File: src/rtl/i2c_line_watch_pkg.sv
package i2c_line_watch_pkg;
   typedef struct packed {
      logic sda;
      logic scl;
   } line_t;

   localparam int LINE_W = $bits(line_t);
endpackage

File: src/rtl/i2c_line_sync.sv
module i2c_line_sync #(
   parameter int STAGES = 2,
   parameter int WIDTH  = 2,
   parameter logic [WIDTH-1:0] RST_VAL = '1
) (
   input  logic             clk,
   input  logic             rst_n,
   input  logic [WIDTH-1:0] d,
   output logic [WIDTH-1:0] q
);
   logic [WIDTH-1:0] stg [STAGES];

   generate
      if (STAGES < 2) begin : g_bad
         $error("i2c_line_sync needs at least two stages");
      end
      for (genvar i = 0; i < STAGES; i++) begin : g_stage
         if (i == 0) begin : g_first
            always_ff @(posedge clk or negedge rst_n) begin
               if (!rst_n) stg[i] <= RST_VAL;
               else        stg[i] <= d;
            end
         end else begin : g_next
            always_ff @(posedge clk or negedge rst_n) begin
               if (!rst_n) stg[i] <= RST_VAL;
               else        stg[i] <= stg[i-1];
            end
         end
      end
   endgenerate

   assign q = stg[STAGES-1];
endmodule

File: src/rtl/i2c_cond_detect.sv
module i2c_cond_detect
   import i2c_line_watch_pkg::*;
(
   input  logic  clk,
   input  logic  rst_n,
   input  logic  en,
   input  line_t now,
   output logic  start_p,
   output logic  stop_p,
   output logic  scl_rise
);
   line_t prev;
   logic  scl_steady_hi;
   logic  start_evt;
   logic  stop_evt;

   always_ff @(posedge clk or negedge rst_n) begin
      if (!rst_n) prev <= '{sda: 1'b1, scl: 1'b1};
      else        prev <= now;
   end

   assign scl_steady_hi = prev.scl & now.scl;
   assign start_evt = en & scl_steady_hi &  prev.sda & ~now.sda;
   assign stop_evt  = en & scl_steady_hi & ~prev.sda &  now.sda;
   assign scl_rise  = ~prev.scl & now.scl;

   always_ff @(posedge clk or negedge rst_n) begin
      if (!rst_n) begin
         start_p <= 1'b0;
         stop_p  <= 1'b0;
      end else begin
         start_p <= start_evt;
         stop_p  <= stop_evt;
      end
   end


   cond_exclusive_chk: assert property (@(posedge clk) disable iff (!rst_n)
      $onehot0({start_p, stop_p}));
endmodule

File: src/rtl/i2c_arb_watch.sv
module i2c_arb_watch #(
   parameter bit ENABLE = 1'b1
) (
   input  logic clk,
   input  logic rst_n,
   input  logic en,
   input  logic master,
   input  logic sda_oe,
   input  logic sda_bit,
   input  logic sda_lvl,
   input  logic scl_rise,
   input  logic arb_clr,
   output logic arb_lost
);
   generate
      if (ENABLE) begin : g_arb
         logic lose_evt;
         assign lose_evt = en & master & sda_oe & sda_bit & scl_rise & ~sda_lvl;

         always_ff @(posedge clk or negedge rst_n) begin
            if (!rst_n)        arb_lost <= 1'b0;
            else if (lose_evt) arb_lost <= 1'b1;
            else if (arb_clr)  arb_lost <= 1'b0;
         end


         arb_on_rise_chk: assert property (@(posedge clk) disable iff (!rst_n)
            $rose(arb_lost) |-> $past(scl_rise) && $past(sda_bit));
      end else begin : g_noarb
         assign arb_lost = 1'b0;
      end
   endgenerate
endmodule

File: src/rtl/i2c_line_watch.sv
module i2c_line_watch
   import i2c_line_watch_pkg::*;
#(
   parameter int SYNC_STAGES = 2,
   parameter bit ARB_DETECT  = 1'b1
) (
   input  logic clk,
   input  logic rst_n,
   input  logic en,
   input  logic slave_mode,
   input  logic sda_in,
   input  logic scl_in,
   input  logic done_flag,
   input  logic cnt_zero,
   input  logic scl_rel,
   input  logic sda_oe,
   input  logic sda_bit,
   input  logic start_ie,
   input  logic done_ie,
   input  logic start_clr,
   input  logic stop_clr,
   input  logic arb_clr,
   output logic start_flag,
   output logic stop_flag,
   output logic arb_lost,
   output logic irq,
   output logic scl_hold,
   output logic sda_pull,
   output logic msb_clr,
   output logic cnt_load1
);
   line_t raw;
   line_t lvl;
   logic  start_p;
   logic  stop_p;
   logic  scl_rise;
   logic  hold_cause;

   assign raw = '{sda: sda_in, scl: scl_in};

   i2c_line_sync #(.STAGES(SYNC_STAGES), .WIDTH(LINE_W), .RST_VAL('1)) u_sync (
      .clk(clk), .rst_n(rst_n), .d(raw), .q(lvl)
   );

   i2c_cond_detect u_cond (
      .clk(clk), .rst_n(rst_n), .en(en), .now(lvl),
      .start_p(start_p), .stop_p(stop_p), .scl_rise(scl_rise)
   );

   i2c_arb_watch #(.ENABLE(ARB_DETECT)) u_arb (
      .clk(clk), .rst_n(rst_n), .en(en), .master(~slave_mode),
      .sda_oe(sda_oe), .sda_bit(sda_bit), .sda_lvl(lvl.sda),
      .scl_rise(scl_rise), .arb_clr(arb_clr), .arb_lost(arb_lost)
   );

   always_ff @(posedge clk or negedge rst_n) begin
      if (!rst_n)         start_flag <= 1'b0;
      else if (start_p)   start_flag <= 1'b1;
      else if (start_clr) start_flag <= 1'b0;
   end

   always_ff @(posedge clk or negedge rst_n) begin
      if (!rst_n)        stop_flag <= 1'b0;
      else if (stop_p)   stop_flag <= 1'b1;
      else if (stop_clr) stop_flag <= 1'b0;
   end

   assign msb_clr    = start_p | stop_p;
   assign cnt_load1  = stop_p;
   assign hold_cause = done_flag | start_flag | cnt_zero;
   assign scl_hold   = en & slave_mode & ~scl_rel & hold_cause;
   assign sda_pull   = en & sda_oe & ~sda_bit & ~arb_lost;
   assign irq        = (start_flag & start_ie) | (done_flag & done_ie);


   start_sets_flag_chk: assert property (@(posedge clk) disable iff (!rst_n)
      start_p |=> start_flag);

   stop_sets_flag_chk: assert property (@(posedge clk) disable iff (!rst_n)
      cnt_load1 |=> stop_flag);

   start_flag_cause_chk: assert property (@(posedge clk) disable iff (!rst_n)
      $rose(start_flag) |-> $past(msb_clr));

   stop_flag_cause_chk: assert property (@(posedge clk) disable iff (!rst_n)
      $rose(stop_flag) |-> $past(cnt_load1));
endmodule

File: config.mk
export PLATFORM = sky130hd
export DESIGN_NAME = i2c_line_watch
export DESIGN_NICKNAME = d
export VERILOG_FILES = /design/src/rtl/i2c_line_watch_pkg.sv /design/src/rtl/i2c_line_sync.sv /design/src/rtl/i2c_cond_detect.sv /design/src/rtl/i2c_arb_watch.sv /design/src/rtl/i2c_line_watch.sv
export SDC_FILE = /design/constraint.sdc
export NUM_CORES = 1
export LEC_CHECK = 0
export BUFFER_PORTS_ARGS = -buffer_cell sky130_fd_sc_hd__buf_2
export CAP_MARGIN = 10
export CORE_AREA = 2 2 39 41
export CTS_BUF_LIST = sky130_fd_sc_hd__clkbuf_16
export DETAILED_ROUTE_END_ITERATION = 16
export DIE_AREA = 0 0 41 43
export GPL_ROUTABILITY_DRIVEN = 0
export GPL_TIMING_DRIVEN = 0
export SLEW_MARGIN = 30
export SYNTH_ARGS = -nofsm -noshare
export SYNTH_HDL_FRONTEND = slang
export SYNTH_HIERARCHICAL = 1
export SYNTH_SLANG_ARGS = --single-unit
File: constraint.sdc
create_clock -name clk -period 2.2 [get_ports clk]
set_clock_uncertainty 0.1 [all_clocks]
set_input_delay 0.44 -clock clk [delete_from_list [all_inputs] [get_ports clk]]
set_output_delay 0.44 -clock clk [all_outputs]
set_load 0.05 [all_outputs]
Yosys cells after proc, flatten, opt, wreduce, memory -nomap -nowiden --
Cells that the tools add are included.
Storage, ports and cells: register bits 11, bits of input ports 16, output and inout port bits 8, word-level logic and storage cells 49
Operators by class: multiplexer cells 6, bitwise operators 31, reductions and logical operators 3
Operators by type and width (count):
- 1-bit bitwise AND | 20
- 1-bit NOT | 7
- 1-bit 2-to-1 mux | 6
- 2-bit nonzero test | 3
- 1-bit OR | 4

Longest topological paths before layout --
Gate-level depths: netlist (run 1).
depth in word-level cells 7, mapped depth 4, gate-level depth less buffers 3

Cells and area by module --
Netlist (run 1), hierarchy kept.
Modules (own cells, without submodules):
- i2c_cond_detect | instances 1, cells an instance 8, area each 146.4 um2, seq. area each 102.6 um2
- i2c_line_watch | instances 1, cells an instance 14, area each 126.4 um2, seq. area each 50.0 um2
- i2c_line_sync | instances 1, cells an instance 6, area each 120.1 um2, seq. area each 105.1 um2
- i2c_arb_watch | instances 1, cells an instance 5, area each 53.8 um2, seq. area each 25.0 um2

Worst setup path after synthesis (run 1) --
OpenSTA, ideal clock, no wires.
kind register -> output, start reg u_arb.arb_lost, end out sda_pull, arrival 1.715 ns, required time 1.660 ns, path slack -0.055 ns, stages on the path, launching flop included 2, buffers on the path 0, path through dfrtp_1 > nor3_1
Between the ends: longest elaborated chain between the ends 2
Ends and longest elaborated chain:
- start: declaration | line i2c_arb_watch.sv:13 | output logic arb_lost
- start signal: assignment | line i2c_arb_watch.sv:21 | if (!rst_n) arb_lost <= 1'b0;
- start signal: assignment | line i2c_arb_watch.sv:22 | else if (lose_evt) arb_lost <= 1'b1;
- start signal: assignment | line i2c_arb_watch.sv:23 | else if (arb_clr) arb_lost <= 1'b0;
- 1-bit NOT | line i2c_line_watch.sv:72 | assign sda_pull = en & sda_oe & ~sda_bit & ~arb_lost;
- 1-bit bitwise AND | line i2c_line_watch.sv:72
- end: declaration | line i2c_line_watch.sv:28 | output logic sda_pull,
No other way between the ends.

Worst setup path in the final report (run 1) --
start reg start_flag, end out scl_hold
Between the ends: longest elaborated chain between the ends 3
Ends and longest elaborated chain:
- start: declaration | line i2c_line_watch.sv:23 | output logic start_flag,
- start signal: assignment | line i2c_line_watch.sv:57 | if (!rst_n) start_flag <= 1'b0;
- start signal: assignment | line i2c_line_watch.sv:58 | else if (start_p) start_flag <= 1'b1;
- start signal: assignment | line i2c_line_watch.sv:59 | else if (start_clr) start_flag <= 1'b0;
- 1-bit OR (2 in a row) | line i2c_line_watch.sv:70 | assign hold_cause = done_flag | start_flag | cnt_zero;
- 1-bit bitwise AND | line i2c_line_watch.sv:71 | assign scl_hold = en & slave_mode & ~scl_rel & hold_cause;
- end: declaration | line i2c_line_watch.sv:27 | output logic scl_hold,
No other way between the ends.

==> results.py, run 1 <==
metrics = {
    "outcome": {
        "status": "finished clean",
    },
    "cts": {
        "cts_buffer_depth": 2,
        "clk_pin_slew_ps": 40,
        "clk_latency_ps": 230,
        "postCtsSetupRepairBufs": 0,
        "numCtsBuffers": 3,
        "cts_num_sinks": 11,
        "htreeDepth": 1,
        "clock_tree.root_cell": "clkbuf_16",
        "tritoncts": "done",
    },
    "timing": {
        "fin_ws_ps": 585,
        "period_share_pct": 73.4,
        "period_needed_ps": 1620,
        "rsz0062_at_grt": "false",
        "setup_violations": 0,
        "fmax_mhz": 619,
        "finalSetupTns_ps": 0,
        "relSlewSlack_pct": 83.5,
        "worstMarginPinSlew_ps": 249,
        "hold_viol": 0,
        "maxSlewViolCount": 0,
        "hold-worst-slack_ps": 203,
    },
    "finish": {
        "mostFrequentLayoutCells": "23 x buf_2, 6 x dfstp_2, 5 x inv_1, 5 x dfrtp_1",
        "diodes": 0,
        "layout-drive-gt1-share_pct": 72.1,
        "fin_nets": 78,
        "stdcell_area_um2": 676,
        "area_growth_pct": 51.3,
        "layout_commonest_cell": "buf_2",
    },
    "synthesis": {
        "ys_top_cells_by_area": "dfstp_2 35%, dfrtp_1 28%, nor3b_2 5.6%",
        "ys_types": 16,
        "synth.net_count": 49,
        "yosysWarnings": 6,
        "synth_top_area_cell": "dfstp_2",
        "synthCells": 33,
        "synth.yosys.seq_area_share_pct": 63.3,
        "avgSynthCellArea_um2": 13.5,
        "ys_ff_latch": 11,
        "synth_top_area_share_pct": 35.3,
        "mappedNetlistArea_um2": 447,
    },
    "detailed_routing": {
        "antenna_left": 0,
        "via_per_inst": 4.34,
        "first_iter_violations": 0,
        "vias": 334,
        "wl_per_cell_um": 9.25,
        "drc": 0,
        "drt_wl_total_um": 712,
        "firstDrtPassIters": 1,
    },
    "grt": {
        "gr-total-overflow": 0,
        "grt_pass1_vias": 312,
        "met3_usage_pct": 6.28,
        "grtUsageMet1_pct": 8.93,
        "antenna_found_initial": 0,
        "busiest_layer": "met2",
        "grt_max_degree": 12,
        "grt_pass1_wl_um": 1090,
        "grt.total_usage_pct": 10.5,
        "grtUsageMet2_pct": 14.4,
    },
    "worst_setup_path": {
        "crit_buf_inv": 1,
        "crit_family": "flip-flops",
        "end_kind": "output port",
        "critPathRequiredTime_ps": 1660,
        "critPathMaxStageDelay_ps": 380,
        "path_cells": "nor3_2 > nor3_2 > buf_2",
        "worstPathArrival_ps": 1080,
        "path_class": "reg -> out",
        "crit_path_frequent_cell": "nor3_2",
        "critPathMaxFanout": 4,
        "crit_path_start_kind": "flop",
        "worst_path_max_delay_cell": "dfrtp_1",
    },
    "die": {
        "num_io_pins": 24,
        "core_region_area_mm2": 0.00138,
        "chipWidth_um": 41,
        "die_h_um": 43,
        "num_rows": 14,
        "start_util_pct": 32.3,
        "dieArea_mm2": 0.00176,
    },
    "power": {
        "p_per_area_mw_per_mm2": 881,
        "p_total_w": 0.000595,
        "leakage_nw": 0.366,
        "ir_drop_v": 0.000512,
    },
    "place": {
        "dp_worst_setup_slack_ps": 661,
        "io_buffers": 23,
        "placed_cell_area_um2": 587,
    },
    "flow_run": {
        "maxCapViolCount": 0,
    },
    "min_path": {
        "hp-class": "in -> reg",
    },
}
flip-flops by register name, indices dropped and copies added, names as in the netlist:
signal / cells
u_cond/prev: 2
u_sync/q: 2
u_sync/stg: 2
start_flag: 1
stop_flag: 1
u_arb/arb_lost: 1
u_cond/start_p: 1
u_cond/stop_p: 1
repair_timing:
item	4_1_cts	5_1_grt
endpoints found under the hold margin	5	0
gates resized for setup	0	0
hold buffers	1	0
final cells by class:
type | count | area (µm²)
Clock inverter | 1 | 3.75
Multi-Input combinational cell | 16 | 139
Inverter | 4 | 15.0
Clock buffer | 3 | 75.1
Timing Repair Buffer | 24 | 125
Fill cell | 131 | 708
Tap cell | 16 | 20.0
Buffer | 2 | 15.0
Sequential cell | 11 | 283
cells in the mapped netlist:
| cell | count |
|---|---|
| dfstp_2 | 6 |
| dfrtp_1 | 5 |
| inv_1 | 4 |
| nand2_1 | 3 |
| buf_4 | 2 |
| nor3_2 | 2 |
| nor3b_2 | 2 |
| a21o_1 | 1 |
| a21o_2 | 1 |
| a22o_2 | 1 |
| and2b_2 | 1 |
| nand3_2 | 1 |
| nand4b_1 | 1 |
| nor3_1 | 1 |
| o22ai_2 | 1 |
| or2_1 | 1 |
kinds of logic (layout without fill, tap and decap cells):
family / Yosys count / in the layout / share of synthesized area (%)
and+or+nand+nor: 12 / 12 / 21.3
AOI/OAI and AO/OA: 4 / 4 / 8.68
buffers and inverters: 6 / 34 / 6.72
DFF: 11 / 11 / 63.3
worst register-to-register path, delay by kind of cell, from the launching register on:
family	cells	cell delay, ps
AOI/OAI and AO/OA	1	100
buffers and inverters	1	110
DFF	1	510
and+or+nand+nor	2	240
metal layers:
layer,wire length (µm),vias up
met5,0,-
met1,268,149
li1,-,162
met2,318,18
met4,34,0
met3,90,5
path summary, 6_finish.rpt:
path                                from        endpoint  slack (ps)  cells after the start
setup reg to reg             u_sync/q[0]  u_arb/arb_lost        1070                      4
setup / recovery              start_flag        scl_hold         580                      3
hold / removal                    scl_in   u_sync/stg[2]         200                      1
max in group asynchronous          rst_n   u_sync/stg[3]        1250                      2
min in group asynchronous          rst_n  u_arb/arb_lost         490                      2
hold reg to reg            u_sync/stg[2]     u_sync/q[0]         250                      0
stage by stage:
stage                     instances  utilization [%]
after floorplan                  33                -
after detailed placement         72             42.4
after global placement           72             42.4
after CTS                        77             48.8
final                            77             48.8
after global routing             77             48.8
report_power, final:
part           internal, W  switching (W)
Sequential        0.000215     0.00000362
Combinational    0.0000238      0.0000352
Clock             0.000237      0.0000800
(Power assumes the default switching activity.)
==> run 2: changes to the inputs <==
ABC_AREA = 1   (was unset)
PLACE_DENSITY = 0.66   (was unset)
clock period = 1.4 ns   (was 2.2 ns; I/O delays follow)
==> results.py, run 2 <==
metrics = {
    "outcome": {
        "status": "finished clean",
    },
    "min_path": {
        "whs_path_depth": 1,
        "hp-class": "in -> reg",
    },
    "detailed_routing": {
        "wl_per_cell_um": 8.65,
        "drc": 0,
        "firstDrtPassIters": 4,
        "drt_wl_total_um": 830,
        "via_per_inst": 4.15,
        "antenna_left": 0,
        "first_iter_violations": 2,
        "vias": 398,
    },
    "synthesis": {
        "synth_edf_count": 0,
        "async_flop_share_pct": 100,
        "synth_most_common_cell": "nand2_1",
        "synth.net_count": 67,
        "ys_types": 10,
        "synth_top_area_cell": "dfstp_2",
        "mappedNetlistArea_um2": 452,
        "synth_top_area_share_pct": 34.9,
        "synth.yosys.seq_area_share_pct": 62.6,
        "yosysWarnings": 6,
        "avgSynthCellArea_um2": 8.86,
        "ys_ff_latch": 11,
        "ys_top_cells_by_area": "dfstp_2 35%, dfrtp_1 28%, nand2_1 12%",
        "synthCells": 51,
        "dominantRegCellSynth": "dfstp_2",
        "yosys-top-cells-count": "14 x nand2_1, 13 x inv_1, 6 x dfstp_2, 5 x dfrtp_1, 4 x nor2_1",
    },
    "timing": {
        "hold-worst-slack_ps": 48.5,
        "worstMarginPinSlew_ps": 240,
        "hold_viol": 0,
        "finalSetupTns_ps": 0,
        "setup_violations": 0,
        "rsz0062_at_grt": "true",
        "period_share_pct": 99.2,
        "relSlewSlack_pct": 84.0,
        "period_needed_ps": 1390,
        "maxSlewViolCount": 0,
        "fmax_mhz": 720,
    },
    "finish": {
        "stdcell_area_um2": 711,
        "fin_nets": 97,
        "layout-drive-gt1-share_pct": 52.5,
        "area_growth_pct": 57.3,
        "diodes": 0,
        "mostFrequentLayoutCells": "21 x buf_2, 13 x nand2_1, 12 x inv_1",
        "postLayoutCoreUtil_pct": 51.4,
        "layout_commonest_cell": "buf_2",
    },
    "cts": {
        "cts_num_sinks": 11,
        "clock_tree.root_cell": "clkbuf_16",
        "clk_latency_ps": 230,
        "clk_pin_slew_ps": 40,
        "htreeDepth": 1,
        "cts_buffer_depth": 2,
        "numCtsBuffers": 3,
        "tritoncts": "done",
    },
    "place": {
        "placed_cell_area_um2": 602,
        "io_buffers": 23,
        "hpwl_um": 602,
    },
    "grt": {
        "grt_pass1_wl_um": 1210,
        "grt_max_degree": 12,
        "grt.total_usage_pct": 10.9,
        "antenna_found_initial": 0,
        "grt_pass1_vias": 309,
        "gr-total-overflow": 0,
    },
    "worst_setup_path": {
        "path_class": "reg -> out",
        "reg2reg_depth": 7,
        "path_cells": "nor3_4 > buf_6",
        "critPathMaxStageDelay_ps": 410,
        "critPathMaxFanout": 3,
        "cp.depth": 2,
        "crit_family": "flip-flops",
        "critPathRequiredTime_ps": 1020,
        "worstPathArrival_ps": 1010,
        "crit_buf_inv": 1,
        "crit_path_start_kind": "flop",
        "worst_path_max_delay_cell": "dfrtp_1",
        "end_kind": "output port",
    },
    "power": {
        "p_total_w": 0.000938,
        "p_seq_share_pct": 36.7,
        "p_comb_share_pct": 10.7,
        "pwr-share-clk_pct": 52.7,
        "p_sw_w": 0.000188,
        "p_per_area_mw_per_mm2": 1320,
        "swShare_pct": 20.1,
        "p_int_w": 0.000750,
        "leakage_nw": 0.410,
        "ir_drop_v": 0.000810,
    },
    "die": {
        "num_io_pins": 24,
        "die_h_um": 43,
        "num_rows": 14,
        "start_util_pct": 32.6,
        "dieArea_mm2": 0.00176,
        "chipWidth_um": 41,
        "core_region_area_mm2": 0.00138,
    },
    "flow_run": {
        "maxCapViolCount": 0,
    },
}
## run 2: worst paths after layout
| check | end | startpoint | slack [ps] |
|---|---|---|---|
| hold / removal | u_sync/stg[3] | sda_in | 50 |
| setup / recovery | sda_pull | u_arb/arb_lost | 10 |
| min in group asynchronous | u_cond/stop_p | rst_n | 340 |
| hold reg to reg | u_sync/q[0] | u_sync/stg[2] | 250 |
| setup reg to reg | u_arb/arb_lost | u_sync/q[0] | 280 |
| max in group asynchronous | u_sync/q[1] | rst_n | 600 |
## run 2: power by group through the flow
stage	registers (W)	logic, W	clock network, W
global placement	0.000347	0.0000928	0
CTS	0.000344	0.0000995	0.000503
finish	0.000344	0.000100	0.000494
detailed placement	0.000348	0.0000942	0
global route	0.000345	0.000112	0.000530
floorplan	0.000357	0.0000441	0
## run 2: timing repair
item / in CTS / in global routing
hold endpoints to repair: 5 / 0
buffers inserted: 0 / 1
resized for setup: 3 / 3
endpoints found under the setup margin: 2 / 2
hold buffers: 1 / 0
## run 2: logic make-up after synthesis
| group | after synthesis | synth area share [%] |
|---|---|---|
| AND/OR/NAND/NOR | 23 | 21.1 |
| AO/OA/AOI/OAI | 2 | 2.22 |
| buffers and inverters | 15 | 14.1 |
| flip-flops | 11 | 62.6 |
## run 2: routing by layer
| metal | track usage, % | routed length, µm |
|---|---|---|
| met3 | 6.28 | 85 |
| met5 | 0 | 0 |
| met1 | 10.5 | 313 |
| met2 | 17.2 | 418 |
| met4 | 6.00 | 13 |
## run 2: final cells by class
type | instances | area (µm²)
multi-input combinational | 25 | 119
sequential | 11 | 284
inverter | 13 | 48.8
buffer | 2 | 15.0
clock inverter | 1 | 3.75
timing repair buffer | 25 | 145
tap | 16 | 20.0
clock buffer | 3 | 75.1
fill | 145 | 673
## run 2: per-stage QoR
| step | setup WS (ps) | std cells |
|---|---|---|
| 2_1_floorplan | -88.1 | 51 |
| 3_3_place_gp | 158 | 90 |
| 3_5_place_dp | 157 | 90 |
| 4_1_cts | 7.40 | 95 |
| 5_1_grt | -16.2 | 96 |
| 6_report | 11.6 | 96 |
==> run 3: changes to the inputs <==
PLACE_DENSITY = unset   (was 0.66)
clock period = 1.7 ns   (was 1.4 ns; I/O delays follow)
==> results.py, run 3 (synthesis gave the netlist of run 2 again) <==
metrics = {
    "power": {
        "p_per_area_mw_per_mm2": 1120,
        "pwr-share-clk_pct": 53.1,
        "p_seq_share_pct": 36.7,
        "ir_drop_v": 0.000718,
        "p_int_w": 0.000615,
        "swShare_pct": 20.1,
        "p_sw_w": 0.000155,
        "leakage_nw": 0.407,
        "p_comb_share_pct": 10.2,
    },
    "worst_setup_path": {
        "critPathRequiredTime_ps": 1260,
        "rr_endpoint": "u_arb/arb_lost",
        "worstPathArrival_ps": 1090,
        "regToRegSetupSlack_ps": 590,
        "r2r-start": "u_sync/q[0]",
        "critPathMaxFanout": 3,
        "end_kind": "output port",
        "crit_path_start_kind": "flop",
        "path_class": "reg -> out",
        "reg2reg_depth": 7,
    },
    "die": {
        "die_h_um": 43,
        "num_rows": 14,
        "dieArea_mm2": 0.00176,
        "chipWidth_um": 41,
        "core_region_area_mm2": 0.00138,
        "start_util_pct": 32.6,
        "num_io_pins": 24,
    },
    "grt": {
        "grt_pass1_vias": 286,
        "antenna_found_initial": 0,
        "grt_max_degree": 12,
        "grt_pass1_wl_um": 1060,
        "gr-total-overflow": 0,
        "grt.total_usage_pct": 9.71,
    },
    "cts": {
        "clk_pin_slew_ps": 40,
        "numCtsBuffers": 3,
        "clk_latency_ps": 230,
        "post_cts_resized": 0,
        "hold_buffers": 1,
        "clock_tree.root_cell": "clkbuf_16",
        "tritoncts": "done",
        "cts_num_sinks": 11,
        "htreeDepth": 1,
        "cts_buffer_depth": 2,
        "postCtsSetupRepairBufs": 0,
    },
    "timing": {
        "setup_violations": 0,
        "fmax_mhz": 654,
        "maxSlewViolCount": 0,
        "period_needed_ps": 1530,
        "hold_viol": 0,
        "rsz0062_at_grt": "false",
        "finalSetupTns_ps": 0,
        "fin_ws_ps": 171,
        "worstMarginPinSlew_ps": 249,
        "hold-worst-slack_ps": 106,
        "relSlewSlack_pct": 83.5,
        "period_share_pct": 89.9,
    },
    "place": {
        "dp_worst_setup_slack_ps": 334,
        "io_buffers": 23,
        "place_inst": 90,
        "hpwl_um": 593,
    },
    "detailed_routing": {
        "drc": 0,
        "antenna_left": 0,
        "wl_per_cell_um": 7.83,
        "via_per_inst": 3.82,
        "first_iter_violations": 4,
        "vias": 363,
        "firstDrtPassIters": 2,
        "drt_wl_total_um": 744,
    },
    "finish": {
        "fill_cells": 128,
        "diodes": 0,
        "layout_commonest_cell": "buf_2",
        "regArea_um2": 283,
        "post_layout_nonfiller_instances": 95,
        "area_growth_pct": 52.1,
        "multi_input_area_um2": 116,
        "mostFrequentLayoutCells": "23 x buf_2, 14 x inv_1, 14 x nand2_1",
        "fin_nets": 96,
        "layout-drive-gt1-share_pct": 46.8,
    },
    "min_path": {
        "min_from": "sda_in",
        "hp-class": "in -> reg",
        "whs_path_depth": 1,
        "hold_path_end": "u_sync/stg[3]",
    },
    "flow_run": {
        "maxCapViolCount": 0,
    },
    "outcome": {
        "status": "finished clean",
    },
}
[run 3: cell types whose count changed in the layout (fill, tap and decap cells not counted), sizes merged]
cell and change:
buf -1
[run 3: power by group through the flow]
stage | sequential, W | clock, W | combinational (W)
4_1_cts | 0.000283 | 0.000420 | 0.0000795
6_report | 0.000283 | 0.000409 | 0.0000782
3_5_place_dp | 0.000286 | 0 | 0.0000774
5_1_grt | 0.000284 | 0.000440 | 0.0000861
3_3_place_gp | 0.000285 | 0 | 0.0000763
2_1_floorplan | 0.000294 | 0 | 0.0000361
[run 3: how the worst max path moves through the flow]
| stage | from | end | slack [ps] | depth (start not counted) |
|---|---|---|---|---|
| floorplan | start_flag | scl_hold | 120 | 4 |
| global placement | en | scl_hold | 330 | 6 |
| detailed placement | en | scl_hold | 330 | 6 |
| CTS | u_arb/arb_lost | sda_pull | 160 | 2 |
| global route | u_arb/arb_lost | sda_pull | 130 | 2 |
| finish | u_arb/arb_lost | sda_pull | 170 | 2 |
[run 3: through the flow]
step	utilization (%)	power (W)	cell area, µm²
after CTS	49.6	0.000782	687
after detailed placement	43.2	0.000363	598
after floorplan	-	0.000330	463
after global routing	49.6	0.000810	687
after global placement	43.2	0.000362	598
final	49.6	0.000770	687
[run 3: layout make-up]
class | count | area share, %
clock inverter | 1 | 0.546
tap | 16 | 2.91
sequential | 11 | 41.2
inverter | 13 | 7.10
multi-input combinational | 25 | 16.9
timing repair buffer | 24 | 18.2
clock buffer | 3 | 10.9
buffer | 2 | 2.19
[run 3: metal layers]
layer / GRT usage, % / vias to the layer above / routed length, µm
met5: 0 / - / 0
met4: 4.00 / 0 / 0
met3: 7.85 / 0 / 99
met2: 13.8 / 18 / 340
met1: 10.2 / 146 / 305
li1: - / 199 / -
[run 3: worst max-delay path, stage by stage, from the launching register on]
cell     delay, ps
dfrtp_1        420
nor3_4         160
buf_2          280
